$ cat src/rtl/spi_stat_irq.sv
module spi_stat_irq #(
  parameter int STAT_W = 32
) (
  input  logic              clk,
  input  logic              rst_n,
  input  logic              tx_empty_i,
  input  logic              tx_full_i,
  input  logic              rx_empty_i,
  input  logic              rx_full_i,
  input  logic              rx_word_i,
  input  logic              xfer_done_i,
  input  logic              rx_flush_i,
  input  logic              tx_flush_i,
  input  logic [STAT_W-1:0] irq_en_i,
  input  logic              stat_wr_i,
  input  logic [STAT_W-1:0] stat_wdata_i,
  output logic [STAT_W-1:0] status_o,
  output logic              rx_store_o,
  output logic              irq_o
);

  localparam int FLAG_N = 6;
  localparam int B_TE   = 0;
  localparam int B_TF   = 1;
  localparam int B_RR   = 2;
  localparam int B_RF   = 3;
  localparam int B_OVF  = 4;
  localparam int B_DONE = 5;
  localparam logic [FLAG_N-1:0] RST_FLAGS = FLAG_N'(3);

  logic [FLAG_N-1:0] flags_q, flags_d;
  logic              irq_q;
  logic              ovf_ev, clr_ovf, clr_done;
  logic              unused_wdata;

  assign unused_wdata = ^stat_wdata_i;

  assign ovf_ev   = rx_word_i & rx_full_i;
  assign clr_ovf  = stat_wr_i & stat_wdata_i[B_OVF];
  assign clr_done = stat_wr_i & stat_wdata_i[B_DONE];

  assign flags_d[B_TE]   = tx_flush_i | tx_empty_i;
  assign flags_d[B_TF]   = ~tx_flush_i & tx_full_i;
  assign flags_d[B_RR]   = ~rx_flush_i & ~rx_empty_i;
  assign flags_d[B_RF]   = ~rx_flush_i & rx_full_i;
  assign flags_d[B_OVF]  = ~rx_flush_i & (ovf_ev | (flags_q[B_OVF] & ~clr_ovf));
  assign flags_d[B_DONE] = xfer_done_i | (flags_q[B_DONE] & ~clr_done);

  always_ff @(posedge clk or negedge rst_n) begin
    if (!rst_n) begin
      flags_q <= RST_FLAGS;
      irq_q   <= 1'b0;
    end else begin
      flags_q <= flags_d;
      irq_q   <= |(status_o & irq_en_i);
    end
  end

  assign status_o   = STAT_W'(flags_q);
  assign rx_store_o = rx_word_i & ~rx_full_i;
  assign irq_o      = irq_q;

  a_r4_ovf_sets: assert property (@(posedge clk) disable iff (!rst_n)
    (rx_word_i && rx_full_i && !rx_flush_i) |=> status_o[B_OVF]);

  a_r8_ovf_sticky: assert property (@(posedge clk) disable iff (!rst_n)
    (status_o[B_OVF] && !(stat_wr_i && stat_wdata_i[B_OVF]) && !rx_flush_i) |=> status_o[B_OVF]);

  a_r6_done_sets: assert property (@(posedge clk) disable iff (!rst_n)
    xfer_done_i |=> status_o[B_DONE]);

  a_r5_drop_when_full: assert property (@(posedge clk) disable iff (!rst_n)
    rx_store_o |-> (rx_word_i && !rx_full_i));

  a_r10_rx_flush: assert property (@(posedge clk) disable iff (!rst_n)
    rx_flush_i |=> (!status_o[B_RR] && !status_o[B_RF] && !status_o[B_OVF]));

  a_r11_tx_flush: assert property (@(posedge clk) disable iff (!rst_n)
    tx_flush_i |=> (status_o[B_TE] && !status_o[B_TF]));

  a_r9_irq_follow: assert property (@(posedge clk) disable iff (!rst_n)
    $past(rst_n) |-> (irq_o == |($past(status_o & irq_en_i))));

endmodule

$ cat config.mk
export PLATFORM = sky130hd
export DESIGN_NAME = spi_stat_irq
export DESIGN_NICKNAME = d
export VERILOG_FILES = /design/src/rtl/spi_stat_irq.sv
export SDC_FILE = /design/constraint.sdc
export NUM_CORES = 1
export LEC_CHECK = 0
export BUFFER_PORTS_ARGS = -buffer_cell sky130_fd_sc_hd__buf_2
export CORE_UTILIZATION = 24
export CTS_CLUSTER_SIZE = 20
export DETAILED_ROUTE_END_ITERATION = 16
export GPL_TIMING_DRIVEN = 0
export PLACE_DENSITY = 0.83
export SYNTH_ARGS = -nofsm -noshare
export SYNTH_HDL_FRONTEND = slang
export SYNTH_SLANG_ARGS = --single-unit
$ cat constraint.sdc
create_clock -name clk -period 1.43 [get_ports clk]
set_clock_uncertainty 0.1 [all_clocks]
set_input_delay 0.0715 -clock clk [delete_from_list [all_inputs] [get_ports clk]]
set_output_delay 0.0715 -clock clk [all_outputs]
set_load 0.02 [all_outputs]
* Yosys cells after proc, flatten, opt, wreduce, memory -nomap -nowiden
Cells that the tools add are included.
** Cells by class
- Bitwise operators :: 20
- Reductions and logical operators :: 1
** Operators by type and width (count)
- AND 6 x 32 -> 32 bit :: 1
- OR reduction 32 bit :: 1
- AND 1 bit :: 10
- inverter 1 bit :: 6
- OR 1 bit :: 3
** Storage, ports and cells
- Register bits after elaboration :: 7
- Bits of input ports :: 75
- Output and inout bits :: 34

* Depth between registers and ports, before layout
- Word-level depth :: 5
- Gate-level depth with buffers :: 2
- Mapped depth without buffers :: 2

* Worst setup path after synthesis
No wires, ideal clock.
- Kind :: register to register
- From :: register flags_q[4]
- To :: register flags_q[4]
- Library setup time :: 73 ps
- Data arrival time :: 788 ps
- Required time :: 1257 ps
- Path slack :: 469 ps
- Stages on the path, launching flop included :: 3
- Path buffers :: 0
- Period minus slack after synthesis :: 961 ps
- Cell sequence :: dfrtp_1 > a21bo_1 > a21oi_2
** Between the ends
- Word-level cells in the longest chain between the ends :: 3
** Ends and longest elaborated chain
- start, declared :: line 31 : logic [FLAG_N-1:0] flags_q, flags_d;
- start signal, assigned :: line 54 : flags_q <= flags_d;
- AND 1 bit :: line 46 : assign flags_d[B_OVF] = ~rx_flush_i & (ovf_ev | (flags_q[B_OVF] & ~clr_ovf));
- OR 1 bit :: line 46
- AND 1 bit :: line 46
- via flags_d[4] :: line 31
The timed path passes the listed nets, and every way through them passes these cells.

* Worst setup path in the final report
- From :: input port rx_flush_i
- To :: register flags_q[2]
** Between the ends
- Word-level cells in the longest chain between the ends :: 2
** Ends and longest elaborated chain
- start, declared :: line 12 : input logic rx_flush_i,
- inverter 1 bit :: line 44 : assign flags_d[B_RR] = ~rx_flush_i & ~rx_empty_i;
- AND 1 bit :: line 44
- via flags_d[2] :: line 31
The timed path passes the listed nets, and every way through them passes these cells.

==> results.txt <==
Cells after Synth: 48
Clk slew on worst S/H paths: 0.05 ns
Element type at the critical path end: flip-flop
Post-synth EDFFs: 0
Antenna-violating nets left: 0
RSZ-0062 raised after global routing: no
Number of core rows: 15
Initial antenna violation count: 0
Filler Cell Count: 177
VDD IR max: 0.379 mV
Synth Cell Area: 467 µm²
Area Growth Syn to Fin: 94.6%
Post-synth top cells: buf_4 (26), dfrtp_1 (5), a22oi_1 (3), nor2b_1 (3)
CP max-delay cell: dlygate4sd3_1
Clk_lat worst skew: 0.24 ns
Top FF cell, synth: dfrtp_1
Critical path class: in -> reg
Share of layout cells above drive strength 1: 49.6%
MaxCap Viol Count: 0
Post-DP HPWL: 899 µm
WL final: 1120 µm
Async S/R FF share, synth: 100%
Routed wl met3: 160 µm
Pwr dens: 684 nW/µm²
Synth Area per Inst: 9.72 µm²
Clock H-tree levels: 1
Pin count of the biggest net entering global routing: 8
HP Class: in -> reg
Arrival time worst endpoint: 1.40 ns
Num Clock Sinks: 7
Synth top area cells: buf_4 (42%), dfrtp_1 (27%), dfstp_2 (11%)
Slowest stage delay, CP: 0.55 ns
Avg WL per Cell: 7.76 µm
Full die area: 2120 µm²
Number of global-route vias before repair: 406
Crit path buf inv count: 3
Top Ports: 109
Critical Path RT: 1.51 ns
Number of standard cells in the final layout excluding fillers: 144
Top cell by count, worst path: dlygate4sd3_1
Post-synth cell types: 13
# setup viols final: 0
Final cycle utilization of the critical path: 91.9%
CTS tree: done
Post-CTS setup buffer count: 0
Total gr overflow: 0
Die height: 46.1 µm
Placed cells: 124
YS warnings: 0
First-pass GRT wire length: 1500 µm
Synth area leader: buf_4
Final slew viol count: 0
Clock buffer depth: 2
Fin worst setup slack: 0.116 ns
Final min period: 1.31 ns
Lkg Pwr: 0.000528 µW
Final Hold Vio Count: 0
Worst Setup Start Kind: input port
Core Util, Final: 50.9%
Crit-path max FO: 3
Fin Setup TNS: 0 ns
Pre-CTS WS: 0.539 ns
Met2 WL: 589 µm
CTS resizes: 0
Layout Nets: 195
Core area: 1780 µm²
Drt drc: 0
IO Port Bufs: 26
Reg-to-reg setup timing slack: 0.54 ns
DRT iter0 DRCs: 7
Top-count cell post-synth: buf_4
Top Layer Used: met3
CP Cell Sequence: dlygate4sd3_1 > buf_2 > nor2_1 > dlygate4sd3_1
Via count: 479
Total GRT Usage: 10.8%
FF+latch count, synth: 7
Num CTS Buffers: 3
Die X: 46.1 µm
Synth top area share: 41.8%
Antenna Cells: 0
Vias/cell: 3.33
Fmax achieved: 761 MHz
Delay-heaviest family, CP: buffers and inverters
Root Buffer: clkbuf_4
Initial core utilization: 26.2%
Sequential fraction of the synthesis area: 38.1%
Pre-Repair DR Iteration Count: 2
GP Congestion: 0.751
Status: completed
Met1 Wirelength: 368 µm
==> path summary, 6_finish.rpt <==
kind                                  from    endpoint  cells past startpoint
max                             rx_flush_i  flags_q[2]                      4
min                        stat_wdata_i[5]  flags_q[5]                      3
max reg2reg                     flags_q[4]  flags_q[4]                      2
min reg2reg                     flags_q[5]  flags_q[5]                      1
max in group asynchronous            rst_n  flags_q[1]                      2
min in group asynchronous            rst_n  flags_q[5]                      2
==> cell type report <==
type / count / area, µm² / area share, %
buffer: 26 / 195 / 21.5
clock buffer: 4 / 26.3 / 2.89
multi-input combinational: 40 / 188 / 20.7
sequential: 7 / 178 / 19.6
tap: 25 / 31.3 / 3.44
timing repair buffer: 42 / 290 / 32.0
==> what timing repair did <==
item / 4_1_cts / 5_1_grt
hold endpoints to repair: 14 / 0
endpoints found under the setup margin: 0 / 0
hold buffers: 16 / 0
==> where the power goes <==
group	leakage, µW	switching [µW]	internal, µW	total [µW]
combinational	0.000433	117	113	230
clock	0.0000150	65.3	106	171
sequential	0.0000802	6.71	213	219
==> worst register-to-register path, delay by kind of cell (launching register included) <==
family,cells,cell delay [ns]
compound gates,2,0.36
flops,1,0.37
==> sequential cells by signal (all words and copies together), names as in the netlist <==
register	count
flags_q	6
irq_o	1
==> cell families (layout without fill, tap and decap cells) <==
group / after synthesis / in the layout / synth area share (%)
buffers and inverters: 26 / 72 / 41.8
AND/OR/NAND/NOR: 8 / 8 / 8.85
flip-flops: 7 / 7 / 38.1
AO/OA/AOI/OAI: 6 / 6 / 10.5
other: 1 / 26 / 0.804
==> cells in the final DEF, fill, tap and decap left out <==
cell / synthesis / layout
buf_4: 26 / 26
conb_1: 1 / 26
buf_2: 0 / 26
dlygate4sd3_1: 0 / 16
dfrtp_1: 5 / 5
a22oi_1: 3 / 3
nor2b_1: 3 / 3
clkbuf_4: 0 / 3
nand2_1: 2 / 2
dfstp_2: 2 / 2
a21bo_1: 1 / 1
a21oi_2: 1 / 1
a21o_1: 1 / 1
nand3_1: 1 / 1
or2_2: 1 / 1
nor2_1: 1 / 1
clkbuf_1: 0 / 1
==> metrics by stage <==
stage	cell area (µm²)	power, µW	hold WS, ns
after global placement	722	413	-0.199
after CTS	908	628	0.00995
after floorplan	561	369	-0.324
after global routing	908	666	0.0289
final	908	621	0.0138
after detailed placement	722	416	-0.188
==> routing by layer <==
metal | up-vias | track usage, %
li1 | 244 | -
met1 | 201 | 7.99
met2 | 34 | 21.7
met3 | 0 | 5.49
met4 | 0 | 5.29
met5 | - | 0
No activity file was read; power rests on OpenSTA's default activity.
